$ cat config.mk
export PLATFORM = sky130hd
export DESIGN_NAME = aux_interval_timers
export DESIGN_NICKNAME = d
export VERILOG_FILES = /design/src/rtl/itmr_pkg.sv /design/src/rtl/itmr_decode.sv /design/src/rtl/itmr_core.sv /design/src/rtl/itmr_rdmux.sv /design/src/rtl/aux_interval_timers.sv
export SDC_FILE = /design/constraint.sdc
export NUM_CORES = 1
export LEC_CHECK = 0
export BUFFER_PORTS_ARGS = -buffer_cell sky130_fd_sc_hd__buf_2
export CAP_MARGIN = 40
export CORE_ASPECT_RATIO = 1.1
export CORE_UTILIZATION = 35
export CTS_CLUSTER_SIZE = 8
export DETAILED_ROUTE_END_ITERATION = 12
export PLACE_DENSITY = 0.51
export SKIP_LAST_GASP = 1
export SLEW_MARGIN = 20
export SYNTH_ARGS = -nofsm -noshare
export SYNTH_HDL_FRONTEND = slang
export SYNTH_HIERARCHICAL = 1
export SYNTH_SLANG_ARGS = --single-unit
$ cat constraint.sdc
create_clock -name clk_i -period 5.6 [get_ports clk_i]
set_input_delay 0.56 -clock clk_i [delete_from_list [all_inputs] [get_ports clk_i]]
set_output_delay 0.56 -clock clk_i [all_outputs]
set_load 0.01 [all_outputs]
$ cat src/rtl/itmr_pkg.sv
package itmr_pkg;
   // Register offsets from each timer's base address; software depends on them.
   localparam int OFS_COUNT = 0;
   localparam int OFS_CTRL  = 1;
   localparam int OFS_LIMIT = 2;
   localparam int SPAN      = 3;

   // Control word layout
   localparam int CTL_IE_BIT = 0;
   localparam int CTL_NH_BIT = 1;
   localparam int CTL_W      = 2;

   typedef struct packed {
      logic nh;   // bit 1: advance only while the core runs
      logic ie;   // bit 0: wrap raises the pending flag
   } itmr_ctl_t;
endpackage

$ cat src/rtl/itmr_decode.sv
module itmr_decode
   import itmr_pkg::*;
#(
   parameter int                ADDR_W = 12,
   parameter logic [ADDR_W-1:0] BASE   = '0
) (
   input  logic              wr_en_i,
   input  logic [ADDR_W-1:0] addr_i,
   output logic              hit_cnt_o,
   output logic              hit_ctl_o,
   output logic              hit_lim_o,
   output logic              wr_cnt_o,
   output logic              wr_ctl_o,
   output logic              wr_lim_o
);
   localparam logic [ADDR_W-1:0] A_CNT = BASE + ADDR_W'(OFS_COUNT);
   localparam logic [ADDR_W-1:0] A_CTL = BASE + ADDR_W'(OFS_CTRL);
   localparam logic [ADDR_W-1:0] A_LIM = BASE + ADDR_W'(OFS_LIMIT);

   assign hit_cnt_o = (addr_i == A_CNT);
   assign hit_ctl_o = (addr_i == A_CTL);
   assign hit_lim_o = (addr_i == A_LIM);

   assign wr_cnt_o = wr_en_i & hit_cnt_o;
   assign wr_ctl_o = wr_en_i & hit_ctl_o;
   assign wr_lim_o = wr_en_i & hit_lim_o;
endmodule

$ cat src/rtl/itmr_core.sv
module itmr_core
   import itmr_pkg::*;
#(
   parameter int                DATA_W    = 32,
   parameter logic [DATA_W-1:0] RST_LIMIT = '1
) (
   input  logic              clk_i,
   input  logic              rst_ni,
   input  logic              halted_i,
   input  logic              wr_cnt_i,
   input  logic              wr_ctl_i,
   input  logic              wr_lim_i,
   input  logic [DATA_W-1:0] wdata_i,
   output logic [DATA_W-1:0] cnt_o,
   output logic [DATA_W-1:0] lim_o,
   output logic [CTL_W-1:0]  ctl_o,
   output logic              pend_o
);
   logic [DATA_W-1:0] cnt_q, cnt_d, lim_q;
   itmr_ctl_t         ctl_q;
   logic              pend_q, pend_d;
   logic              advance, at_limit, wrap;

   assign advance  = !(ctl_q.nh && halted_i);
   assign at_limit = (cnt_q == lim_q);
   assign wrap     = advance && at_limit && !wr_cnt_i;

   always_comb begin
      cnt_d = cnt_q;
      if (wr_cnt_i)
         cnt_d = wdata_i;
      else if (advance)
         cnt_d = at_limit ? '0 : cnt_q + DATA_W'(1);
   end

   always_comb begin
      pend_d = pend_q;
      if (wr_ctl_i)
         pend_d = 1'b0;
      else if (wrap && ctl_q.ie)
         pend_d = 1'b1;
   end

   always_ff @(posedge clk_i or negedge rst_ni) begin
      if (!rst_ni) begin
         cnt_q  <= '0;
         lim_q  <= RST_LIMIT;
         ctl_q  <= '0;
         pend_q <= 1'b0;
      end else begin
         cnt_q  <= cnt_d;
         pend_q <= pend_d;
         if (wr_lim_i) lim_q <= wdata_i;
         if (wr_ctl_i) ctl_q <= itmr_ctl_t'(wdata_i[CTL_W-1:0]);
      end
   end

   assign cnt_o  = cnt_q;
   assign lim_o  = lim_q;
   assign ctl_o  = ctl_q;
   assign pend_o = pend_q;

   // ordinary step
   p_step_r3: assert property (@(posedge clk_i) disable iff (!rst_ni)
      (advance && !wr_cnt_i && !at_limit) |=> (cnt_q == $past(cnt_q) + DATA_W'(1)));

   // wrap loads zero
   p_wrap_zero_r4: assert property (@(posedge clk_i) disable iff (!rst_ni)
      (advance && !wr_cnt_i && at_limit) |=> (cnt_q == '0));

   // pending set on enabled wrap
   p_pend_set_r5: assert property (@(posedge clk_i) disable iff (!rst_ni)
      (wrap && ctl_q.ie && !wr_ctl_i) |=> pend_q);

   // no pending without IE
   p_no_pend_without_ie_r5: assert property (@(posedge clk_i) disable iff (!rst_ni)
      (!pend_q && !ctl_q.ie) |=> !pend_q);

   // frozen while halted with NH
   p_hold_when_halted_r6: assert property (@(posedge clk_i) disable iff (!rst_ni)
      (ctl_q.nh && halted_i && !wr_cnt_i) |=> $stable(cnt_q));

   // control write clears pending
   p_ctl_clears_r7: assert property (@(posedge clk_i) disable iff (!rst_ni)
      wr_ctl_i |=> !pend_q);

   // count write wins
   p_cnt_write_r8: assert property (@(posedge clk_i) disable iff (!rst_ni)
      wr_cnt_i |=> (cnt_q == $past(wdata_i)));
endmodule

$ cat src/rtl/itmr_rdmux.sv
module itmr_rdmux
   import itmr_pkg::*;
#(
   parameter int NUM    = 2,
   parameter int DATA_W = 32,
   parameter bit REG_OUT = 1'b1
) (
   input  logic                         clk_i,
   input  logic                         rst_ni,
   input  logic                         rd_en_i,
   input  logic [NUM-1:0]               hit_cnt_i,
   input  logic [NUM-1:0]               hit_ctl_i,
   input  logic [NUM-1:0]               hit_lim_i,
   input  logic [NUM-1:0][DATA_W-1:0]   cnt_i,
   input  logic [NUM-1:0][DATA_W-1:0]   lim_i,
   input  logic [NUM-1:0][CTL_W-1:0]    ctl_i,
   output logic [DATA_W-1:0]            rdata_o
);
   localparam int PAD_W = DATA_W - CTL_W;

   logic [DATA_W-1:0] sel;
   logic              any_hit;

   always_comb begin
      sel = '0;
      for (int i = 0; i < NUM; i++) begin
         if (hit_cnt_i[i]) sel = sel | cnt_i[i];
         if (hit_lim_i[i]) sel = sel | lim_i[i];
         if (hit_ctl_i[i]) sel = sel | {{PAD_W{1'b0}}, ctl_i[i]};
      end
   end

   assign any_hit = |{hit_cnt_i, hit_ctl_i, hit_lim_i};

   generate
      if (REG_OUT) begin : g_reg
         logic [DATA_W-1:0] rdata_q;
         always_ff @(posedge clk_i or negedge rst_ni) begin
            if (!rst_ni) rdata_q <= '0;
            else         rdata_q <= rd_en_i ? sel : '0;
         end
         assign rdata_o = rdata_q;

         // unmapped or idle read returns zero
         p_unmapped_zero_r2: assert property (@(posedge clk_i) disable iff (!rst_ni)
            (!rd_en_i || !any_hit) |=> (rdata_o == '0));
      end else begin : g_comb
         assign rdata_o = rd_en_i ? sel : '0;
         always_comb begin
            if (rst_ni && !any_hit)
               a_unmapped_zero_r2: assert (rdata_o == '0);
         end
      end
   endgenerate
endmodule

$ cat src/rtl/aux_interval_timers.sv
module aux_interval_timers
   import itmr_pkg::*;
#(
   parameter int                           NUM_TIMERS = 2,
   parameter int                           DATA_W     = 32,
   parameter int                           ADDR_W     = 12,
   parameter logic [NUM_TIMERS*ADDR_W-1:0] BASE_ADDRS = {12'h100, 12'h021},
   parameter bit                           REG_RDATA  = 1'b1
) (
   input  logic                  clk_i,
   input  logic                  rst_ni,
   input  logic                  cpu_halted_i,
   input  logic                  aux_wr_i,
   input  logic                  aux_rd_i,
   input  logic [ADDR_W-1:0]     aux_addr_i,
   input  logic [DATA_W-1:0]     aux_wdata_i,
   output logic [DATA_W-1:0]     aux_rdata_o,
   output logic [NUM_TIMERS-1:0] irq_o
);
   localparam logic [DATA_W-1:0] RST_LIMIT = {DATA_W{1'b1}};
   localparam int                ADDR_TOP  = (1 << ADDR_W) - 1;

   // Elaboration-time parameter checks
   generate
      if (NUM_TIMERS < 1) begin : g_bad_num
         $error("aux_interval_timers: NUM_TIMERS must be at least 1");
      end
      if (DATA_W <= CTL_W) begin : g_bad_dw
         $error("aux_interval_timers: DATA_W must exceed the control width");
      end
      if (ADDR_W < 2 || ADDR_W > 30) begin : g_bad_aw
         $error("aux_interval_timers: ADDR_W out of range");
      end
      for (genvar i = 0; i < NUM_TIMERS; i++) begin : g_chk_base
         localparam int BI = int'(BASE_ADDRS[i*ADDR_W +: ADDR_W]);
         if (BI + SPAN - 1 > ADDR_TOP) begin : g_bad_top
            $error("aux_interval_timers: register window leaves the address space");
         end
         for (genvar j = i + 1; j < NUM_TIMERS; j++) begin : g_pair
            localparam int BJ   = int'(BASE_ADDRS[j*ADDR_W +: ADDR_W]);
            localparam int DIST = (BI > BJ) ? (BI - BJ) : (BJ - BI);
            if (DIST < SPAN) begin : g_overlap
               $error("aux_interval_timers: register windows overlap");
            end
         end
      end
   endgenerate

   logic [NUM_TIMERS-1:0]             hit_cnt, hit_ctl, hit_lim;
   logic [NUM_TIMERS-1:0]             wr_cnt, wr_ctl, wr_lim;
   logic [NUM_TIMERS-1:0][DATA_W-1:0] cnt_all, lim_all;
   logic [NUM_TIMERS-1:0][CTL_W-1:0]  ctl_all;
   logic [NUM_TIMERS-1:0]             pend_all;

   generate
      for (genvar i = 0; i < NUM_TIMERS; i++) begin : g_timer
         itmr_decode #(
            .ADDR_W (ADDR_W),
            .BASE   (BASE_ADDRS[i*ADDR_W +: ADDR_W])
         ) u_dec (
            .wr_en_i   (aux_wr_i),
            .addr_i    (aux_addr_i),
            .hit_cnt_o (hit_cnt[i]),
            .hit_ctl_o (hit_ctl[i]),
            .hit_lim_o (hit_lim[i]),
            .wr_cnt_o  (wr_cnt[i]),
            .wr_ctl_o  (wr_ctl[i]),
            .wr_lim_o  (wr_lim[i])
         );

         itmr_core #(
            .DATA_W    (DATA_W),
            .RST_LIMIT (RST_LIMIT)
         ) u_core (
            .clk_i    (clk_i),
            .rst_ni   (rst_ni),
            .halted_i (cpu_halted_i),
            .wr_cnt_i (wr_cnt[i]),
            .wr_ctl_i (wr_ctl[i]),
            .wr_lim_i (wr_lim[i]),
            .wdata_i  (aux_wdata_i),
            .cnt_o    (cnt_all[i]),
            .lim_o    (lim_all[i]),
            .ctl_o    (ctl_all[i]),
            .pend_o   (pend_all[i])
         );
      end
   endgenerate

   itmr_rdmux #(
      .NUM     (NUM_TIMERS),
      .DATA_W  (DATA_W),
      .REG_OUT (REG_RDATA)
   ) u_rd (
      .clk_i     (clk_i),
      .rst_ni    (rst_ni),
      .rd_en_i   (aux_rd_i),
      .hit_cnt_i (hit_cnt),
      .hit_ctl_i (hit_ctl),
      .hit_lim_i (hit_lim),
      .cnt_i     (cnt_all),
      .lim_i     (lim_all),
      .ctl_i     (ctl_all),
      .rdata_o   (aux_rdata_o)
   );

   assign irq_o = pend_all;

   // a write to one timer leaves other timers' interrupt lines alone
   generate
      for (genvar i = 0; i < NUM_TIMERS; i++) begin : g_iso
         p_isolated_irq_r10: assert property (@(posedge clk_i) disable iff (!rst_ni)
            (aux_wr_i && !hit_cnt[i] && !hit_ctl[i] && !hit_lim[i] && pend_all[i])
            |=> pend_all[i]);
      end
   endgenerate
endmodule

# ---- Word-level counts from Yosys, hierarchy flattened
# Index checks and enable logic that the tools add are counted.
# Widths: inputs -> output; s select.
dict set report word_totals {
  n_memories 0
  wordCells 65
  rom_bits 0
  mem_bits_rw 0
  register_bits 166
  inputBits 49
  latch_bits 0
  output_inout_bits 34
}
dict set report op_classes {
  n_lt_le_gt_ge 0
  eq_ne 10
  n_mul 0
  shifts 0
  add_sub_neg 2
  muxes 17
  n_reduce_logical 14
  n_bitwise 11
  div 0
}
# op n
set ops {}
lappend ops {{$mux 32} 13}
lappend ops {{$or 32x32->32} 3}
lappend ops {{$add 32x1->32 const B} 2}
lappend ops {{$eq 32x32->1} 2}
lappend ops {{$or 32x2->32} 2}
lappend ops {{$eq 12x6->1 const B} 3}
lappend ops {{$eq 12x9->1 const B} 3}
lappend ops {{$logic_and 1x1->1} 8}
lappend ops {{$and 1x1->1} 6}
lappend ops {{$logic_not 1->1} 4}
lappend ops {{$mux 1} 4}
lappend ops {{$ne 2x1->1 const B} 2}
lappend ops {{$reduce_bool 2->1} 2}

# ---- Longest topological paths before layout
# Gate-level depths: netlist of run 1.
dict set report depth {
  depth_word 13
  ltp_mapped 9
  ltp_nobuf 7
}

# ---- Modules after synthesis
# The synthesis of run 1 kept the hierarchy.
# mod seq_area_each_um2 cells_per_inst area_each_um2 n_inst
set modules_own_cells {}
lappend modules_own_cells {itmr_core 1716.6 413 3961.3 2}
lappend modules_own_cells {itmr_rdmux 800.8 146 1571.5 1}
lappend modules_own_cells {{itmr_decode (g_timer[0].u_dec)} 0.0 14 95.1 1}
lappend modules_own_cells {{itmr_decode (g_timer[1].u_dec)} 0.0 14 91.3 1}

# ---- Worst setup path before layout of run 1
# OpenSTA, ideal clock, no wires.
dict set report synth_path {
  path_type {input-to-reg}
  from {input aux_addr_i[5]}
  to {register g_timer[1].u_core.cnt_q[4]}
  path_slack_ps 2841
  required_ps 5468
  setup_time_ps 132
  arrival_ps 2627
  path_buffers 3
  stages 8
  cell_sequence {or4_1 clkbuf_2 nor4_1 clkbuf_1 clkbuf_1 nor3_1 a22oi_1 o31ai_1}
}
dict set report synth_via {
  elab_chain_cells 3
  word_cells_on_any_way 4
}
# element line_no
set synth_lines {}
lappend synth_lines {{start: declaration} aux_interval_timers.sv:15} ;# input logic [ADDR_W-1:0] aux_addr_i,
lappend synth_lines {{$eq 12x9->1 (*)} itmr_decode.sv:20} ;# assign hit_cnt_o = (addr_i == A_CNT);
lappend synth_lines {{$and 1x1->1 (*)} itmr_decode.sv:24} ;# assign wr_cnt_o = wr_en_i & hit_cnt_o;
lappend synth_lines {{net wr_cnt[1]} aux_interval_timers.sv:50} ;# logic [NUM_TIMERS-1:0] wr_cnt, wr_ctl, wr_lim;
lappend synth_lines {{$ne 2x1->1 (no line) or $mux 32 (tied branches)} n/a}
lappend synth_lines {{end signal: assignment} itmr_core.sv:51} ;# cnt_q <= cnt_d;
lappend synth_lines {{end: declaration} itmr_core.sv:19} ;# logic [DATA_W-1:0] cnt_q, cnt_d, lim_q;
# The timed path passes the listed nets; every way through them passes the cells marked *.
# A chain may end at the register's enable or synchronous reset.

# ---- Worst setup path after layout of run 1
dict set report layout_path {
  from {register g_timer[1].u_core.cnt_q[10]}
  to {register g_timer[1].u_core.pend_q}
}
dict set report layout_via {
  elab_chain_cells 5
}
# element line_no
set layout_lines {}
lappend layout_lines {{$eq 32x32->1} itmr_core.sv:25} ;# assign at_limit = (cnt_q == lim_q);
lappend layout_lines {{$logic_and 1x1->1 (2 in series)} itmr_core.sv:26} ;# assign wrap = advance && at_limit && !wr_cnt_i;
lappend layout_lines {{$logic_and 1x1->1} itmr_core.sv:40} ;# else if (wrap && ctl_q.ie)
lappend layout_lines {{$reduce_bool 2->1 (no line)} n/a}
lappend layout_lines {{end signal: assignment} itmr_core.sv:52} ;# pend_q <= pend_d;
lappend layout_lines {{end: declaration} itmr_core.sv:21} ;# logic pend_q, pend_d;
# Every way passes these cells.

==> results of run 1 <==
-- cell families (layout without fill, tap and decap cells) --
group | after synthesis | count (layout) | share of synthesized area
AOI/OAI and AO/OA | 266 | 266 | 0.178
xor gates and xnor gates | 64 | 64 | 0.0579
buffers and inverters | 104 | 156 | 0.0491
adders and majority gates | 2 | 2 | 0.00258
and+or+nand+nor | 326 | 326 | 0.192
muxes | 72 | 72 | 0.0835
DFF | 166 | 166 | 0.437
-- routing by layer --
| metal | global-route usage | up-vias | routed length (µm) |
|---|---|---|---|
| li1 | - | 3826 | - |
| met1 | 0.336 | 4162 | 14800 |
| met2 | 0.375 | 262 | 15700 |
| met3 | 0.0348 | 30 | 1870 |
| met4 | 0.0730 | 0 | 674 |
| met5 | 0 | - | 0 |
-- through the flow --
stage          worst slack, ns  utilization  std cells
6_report                  2.59        0.407       1409
5_1_grt                   2.49        0.407       1409
4_1_cts                   2.53        0.405       1407
3_5_place_dp              2.54        0.384       1375
3_3_place_gp              2.51        0.381       1371
2_1_floorplan             2.84            -       1000
-- sequential cells by signal, summed over array words and instances (netlist names) --
name and count:
g_timer.u_core/lim_o 64, g_timer.u_core/ctl_o 4, u_rd/rdata_o 32, g_timer.u_core/pend_o 2
g_timer.u_core/cnt_o 64
-- area by class of cell --
type,instances,area [µm²]
clock buffers,19,443
clock inverters,13,148
fillers,2684,16000
inverters,21,78.8
multi-input cells,730,5020
flip-flops and latches,166,4230
well taps,357,447
repair buffers,103,622
-- critical path, stage by stage (launching register included) --
cell and delay, ns:
sky130_fd_sc_hd__dfrtp_1 0.46, sky130_fd_sc_hd__xnor2_1 0.38, sky130_fd_sc_hd__nand4_1 0.27, sky130_fd_sc_hd__nor4_4 0.48
sky130_fd_sc_hd__nand2_2 0.51, sky130_fd_sc_hd__or4b_1 0.65, sky130_fd_sc_hd__a21oi_1 0.16
-- where the power goes --
| group | switching (W) | internal (W) | leakage, nW |
|---|---|---|---|
| sequential | 0.000176 | 0.00127 | 1.88 |
| clock | 0.000529 | 0.000675 | 0.277 |
| combinational | 0.000209 | 0.000144 | 2.08 |
-- cell usage in the layout, fill, tap and decap left out, types with 15 or more instances in the layout --
| cell type | count |
|---|---|
| sky130_fd_sc_hd__dfrtp_1 | 102 |
| sky130_fd_sc_hd__nand2_1 | 100 |
| sky130_fd_sc_hd__a22oi_1 | 92 |
| sky130_fd_sc_hd__a21oi_1 | 84 |
| sky130_fd_sc_hd__buf_2 | 82 |
| sky130_fd_sc_hd__mux2_2 | 68 |
| sky130_fd_sc_hd__xnor2_1 | 64 |
| sky130_fd_sc_hd__dfstp_2 | 64 |
| sky130_fd_sc_hd__nand3_1 | 44 |
| sky130_fd_sc_hd__nand4_1 | 30 |
| sky130_fd_sc_hd__nor3_1 | 30 |
| sky130_fd_sc_hd__o21ai_1 | 28 |
| sky130_fd_sc_hd__nor2_1 | 24 |
| sky130_fd_sc_hd__inv_1 | 19 |
| sky130_fd_sc_hd__clkbuf_16 | 17 |
| sky130_fd_sc_hd__a32oi_1 | 16 |
| sky130_fd_sc_hd__buf_4 | 15 |
-- worst paths after layout --
path	to	slack [ns]	cells after the start
worst max-delay path	g_timer[1].u_core/pend_o	2.59	6
worst min-delay path	u_rd/rdata_o[16]	0.12	1
worst max register to register	g_timer[1].u_core/pend_o	2.59	6
worst min register to register	g_timer[1].u_core/pend_o	0.52	2
max in group asynchronous	g_timer[1].u_core/lim_o[30]	4.31	3
min in group clk_i	g_timer[1].u_core/cnt_o[10]	0.42	3
==> results.yml, run 1 <==
timing:
  setup-violations-final: 0
  hold_viol_final: 0
  final.setup_skew_ns: 0.0158
  final.hold.worst_slack_ns: 0.125
  total_count_of_max_transition_violations_in_the_final_report: 0
  grt_setup_unrepaired: "false"
  worst_max_slew_pin_slew_ns: 0.834
  maxSlewHeadroom: 0.440
  tns_ns: 0
  fin_crit_sh: 0.538
  fin_crit_ns: 3.01
  top_achievable_clock_speed_mhz: 332
clock_network:
  cts_resized: 0
  cts.htree.levels: 4
  clk_pin_slew_ns: 0.06
  tritoncts: "done"
  root_buffer: "sky130_fd_sc_hd__clkbuf_16"
  cts.sink_count: 166
  clk-insertion-delay-late_ns: 0.45
  cts_buffer_depth: 2
  ctsHoldBuffers: 0
  post-cts-setup-buffers: 0
  cts_made_buffers: 17
synthesis:
  synthesis.area_um2: 9680
  dominant_synthesized_flop_cell: "sky130_fd_sc_hd__dfrtp_1"
  yosysWarningCount: 6
  synth_top_cell_area_share: 0.264
  synth.lib_cells_used.distinct: 54
  number_of_flip_flops_and_latches_in_the_synthesized_netlist: 166
  synth_edf_count: 0
  synth_top_cells_by_area: "sky130_fd_sc_hd__dfrtp_1, sky130_fd_sc_hd__dfstp_2, sky130_fd_sc_hd__mux2_2"
  post_synth.cell_area_avg_um2: 9.68
  synth_most_common_cell: "sky130_fd_sc_hd__dfrtp_1"
  synth_fp_nets: 1051
  ys_seq_area_frac: 0.437
  netlist.top_cell.by_area: "sky130_fd_sc_hd__dfrtp_1"
  postSynthCellCount: 1000
  synth_commonest_cells: "sky130_fd_sc_hd__dfrtp_1, sky130_fd_sc_hd__nand2_1, sky130_fd_sc_hd__a22oi_1, sky130_fd_sc_hd__a21oi_1, sky130_fd_sc_hd__mux2_2"
  synth-async-reset-ratio: 1.00
critical_path:
  worstSetupStartpoint: "g_timer[1].u_core/cnt_o[10]"
  critPathKind: "flip-flop to flip-flop"
  worst-path-max-fanout: 33
  critPathCaptureType: "flip-flop"
  worst_r2r_startpoint: "g_timer[1].u_core/cnt_o[10]"
  timing.critical_path.arrival_ns: 3.37
  worst-endpoint-required_ns: 5.96
  critPathLaunchType: "flip-flop"
grt:
  grt_pass1_vias: 7874
  maximum_number_of_pins_on_one_net_before_global_route_repair: 66
  grt_first_pass_wirelength_um: 50400
  gr-usage-all-layers: 0.238
  grt.overflow.total: 0
  number_of_antenna_violations_at_the_first_check_in_global_routing: 0
drt:
  drt_first_pass_iters: 7
  postRouteAntennaNets: 0
  vias: 8280
  vias_per_cell: 5.88
  route.detailed.wl_per_inst_um: 23.4
  initialDrtViolationCount: 678
  wl_um: 33000
  detail_route.drc_violations: 0
floorplanning:
  core_ar_um2: 27000
  i_o_pin_count: 83
  floorplan.initialDensity: 0.358
  die-area_um2: 28300
  rows: 63
  floorplan.die.height_um: 176
  dieWidth_um: 161
layout:
  final_design_area_no_fill_um2: 11000
  final_layout_size_suffix_gt1_frac: 0.282
  final_nets: 1090
  syn_to_final_growth_pct: 13.6
  diodes: 0
power:
  power_w: 0.00301
  p_per_area_nw_per_um2: 274
  leakagePower_nw: 4.23
  power.ir.vdd_worst_mv: 0.192
min_path:
  timing.hold.worst.class: "primary input to asynchronous set/reset pin"
placed_design:
  placedInstanceArea_um2: 10400
  dpl.hpwl_um: 23100
  place.gp.congestion: 0.853
  port-buffer-count: 82
flow_run:
  drv_cap: 0
run_status:
  outcome: "finished clean"
No activity file was read; power rests on OpenSTA's default activity.
==> run 2: changes to the inputs <==
PLACE_DENSITY = 0.52   (was 0.51)
clock period = 2.7 ns   (was 5.6 ns; I/O delays follow)
==> results.yml, run 2 (synthesis results as in run 1) <==
floorplanning:
  die-area_um2: 28300
  core_ar_um2: 27000
  floorplan.die.height_um: 176
  rows: 63
  dieWidth_um: 161
  floorplan.initialDensity: 0.358
  i_o_pin_count: 83
placed_design:
  dpl.hpwl_um: 24200
  place.gp.congestion: 0.938
  placedCellCount: 1418
  port-buffer-count: 82
  placedInstanceArea_um2: 10800
layout:
  layout.cells.most_common_list: "sky130_fd_sc_hd__dfrtp_1, sky130_fd_sc_hd__nand2_1, sky130_fd_sc_hd__a22oi_1"
  most_common_cell_after_layout_fill_and_taps_aside: "sky130_fd_sc_hd__dfrtp_1"
  final_design_area_no_fill_um2: 11400
  syn_to_final_growth_pct: 18.2
  final_nets: 1132
  diodes: 0
  fin_cells: 1451
  layout.filler_cells: 2636
  final_layout_size_suffix_gt1_frac: 0.310
min_path:
  timing.hold.worst.class: "primary input to flip-flop"
  worst_hold_startpoint: "aux_wdata_i[14]"
clock_network:
  clk-insertion-delay-late_ns: 0.44
  clk_pin_slew_ns: 0.07
  tritoncts: "done"
  cts.sink_count: 166
  cts.htree.levels: 4
  cts_buffer_depth: 2
  cts_made_buffers: 17
  root_buffer: "sky130_fd_sc_hd__clkbuf_16"
timing:
  worst_max_slew_pin_slew_ns: 0.718
  total_count_of_max_transition_violations_in_the_final_report: 0
  top_achievable_clock_speed_mhz: 397
  hold_viol_final: 0
  tns_ns: 0
  final.hold.worst_slack_ns: 0.119
  setup-violations-final: 0
  maxSlewHeadroom: 0.521
  fin_crit_sh: 0.932
  fin_crit_ns: 2.52
  final.setup_skew_ns: 0.0132
  grt_setup_unrepaired: "false"
power:
  power_w: 0.00641
  p_switching_w: 0.00185
  p_clk_frac: 0.409
  leakagePower_nw: 4.47
  p_per_area_nw_per_um2: 560
  power.ir.vdd_worst_mv: 0.276
  p_int_w: 0.00456
  switching_share: 0.289
  part_of_the_power_in_registers: 0.462
  power.combinational.fraction: 0.129
drt:
  initialDrtViolationCount: 833
  vias: 8453
  route.detailed.wl_per_inst_um: 23.0
  detail_route.drc_violations: 0
  drt_first_pass_iters: 5
  wl_um: 33400
  postRouteAntennaNets: 0
  vias_per_cell: 5.83
critical_path:
  timing.critical_path.arrival_ns: 2.88
  worst_r2r_startpoint: "g_timer[1].u_core/cnt_o[0]"
  worstSetupStartpoint: "g_timer[1].u_core/cnt_o[0]"
  critPathCaptureType: "flip-flop"
  worst-path-max-fanout: 7
  critPathLaunchType: "flip-flop"
  critPathKind: "flip-flop to flip-flop"
  worst-endpoint-required_ns: 3.07
grt:
  grt_first_pass_wirelength_um: 50700
  gr-usage-all-layers: 0.240
  grt_pass1_vias: 8030
  number_of_antenna_violations_at_the_first_check_in_global_routing: 2
  grt.overflow.total: 0
  maximum_number_of_pins_on_one_net_before_global_route_repair: 69
run_status:
  outcome: "finished clean"
flow_run:
  drv_cap: 0
[run 2: final cells by class]
| type | count | area, µm² | share of cell area |
|---|---|---|---|
| multi-input combinational | 730 | 5020 | 0.439 |
| sequential | 166 | 4240 | 0.370 |
| timing repair buffer | 145 | 1030 | 0.0900 |
| clock buffer | 22 | 484 | 0.0423 |
| tap | 357 | 447 | 0.0390 |
| clock inverter | 10 | 144 | 0.0126 |
| inverter | 21 | 78.8 | 0.00689 |
[run 2: power by group through the flow]
stage,Combinational [W],Clock [W],Sequential [W]
global placement,0.000811,0,0.00300
global route,0.000913,0.00277,0.00300
finish,0.000824,0.00262,0.00296
CTS,0.000824,0.00268,0.00296
floorplan,0.000579,0,0.00284
detailed placement,0.000820,0,0.00300
[run 2: layer usage]
metal  share of wire  GRT usage
met1            0.46      0.333
met3           0.042     0.0296
met4           0.021     0.0746
met5               0          0
met2            0.48      0.389
[run 2: path summary, 6_finish.rpt]
kind,depth (start not counted),to,slack [ns]
worst min register to register,2,g_timer[1].u_core/pend_o,0.52
worst max-delay path,7,g_timer[1].u_core/cnt_o[24],0.18
worst max register to register,7,g_timer[1].u_core/cnt_o[24],0.18
max in group asynchronous,3,g_timer[0].u_core/lim_o[29],1.55
min in group asynchronous,2,u_rd/rdata_o[16],0.36
worst min-delay path,3,g_timer[0].u_core/cnt_o[14],0.12
[run 2: timing repair]
item / in CTS / in global routing
setup endpoints to repair: 0 / 2
buffers inserted: 0 / 0
hold endpoints to repair: 29 / 0
resized for setup: 0 / 2
hold buffers: 1 / 0
[run 2: worst max-delay path, stage by stage, from the launching register on]
cell,delay [ns]
sky130_fd_sc_hd__dfrtp_1,0.50
sky130_fd_sc_hd__ha_1,0.28
sky130_fd_sc_hd__and4_1,0.34
sky130_fd_sc_hd__nand2_1,0.17
sky130_fd_sc_hd__nor4_2,0.43
sky130_fd_sc_hd__nand3_1,0.15
sky130_fd_sc_hd__or4b_1,0.47
sky130_fd_sc_hd__nand3_1,0.09
[run 2: through the flow]
| stage | util | worst slack, ns |
|---|---|---|
| detailed placement | 0.400 | 0.138 |
| finish | 0.423 | 0.183 |
| global route | 0.423 | 0.0314 |
| global placement | 0.400 | 0.208 |
| CTS | 0.423 | 0.221 |
| floorplan | - | 0.231 |
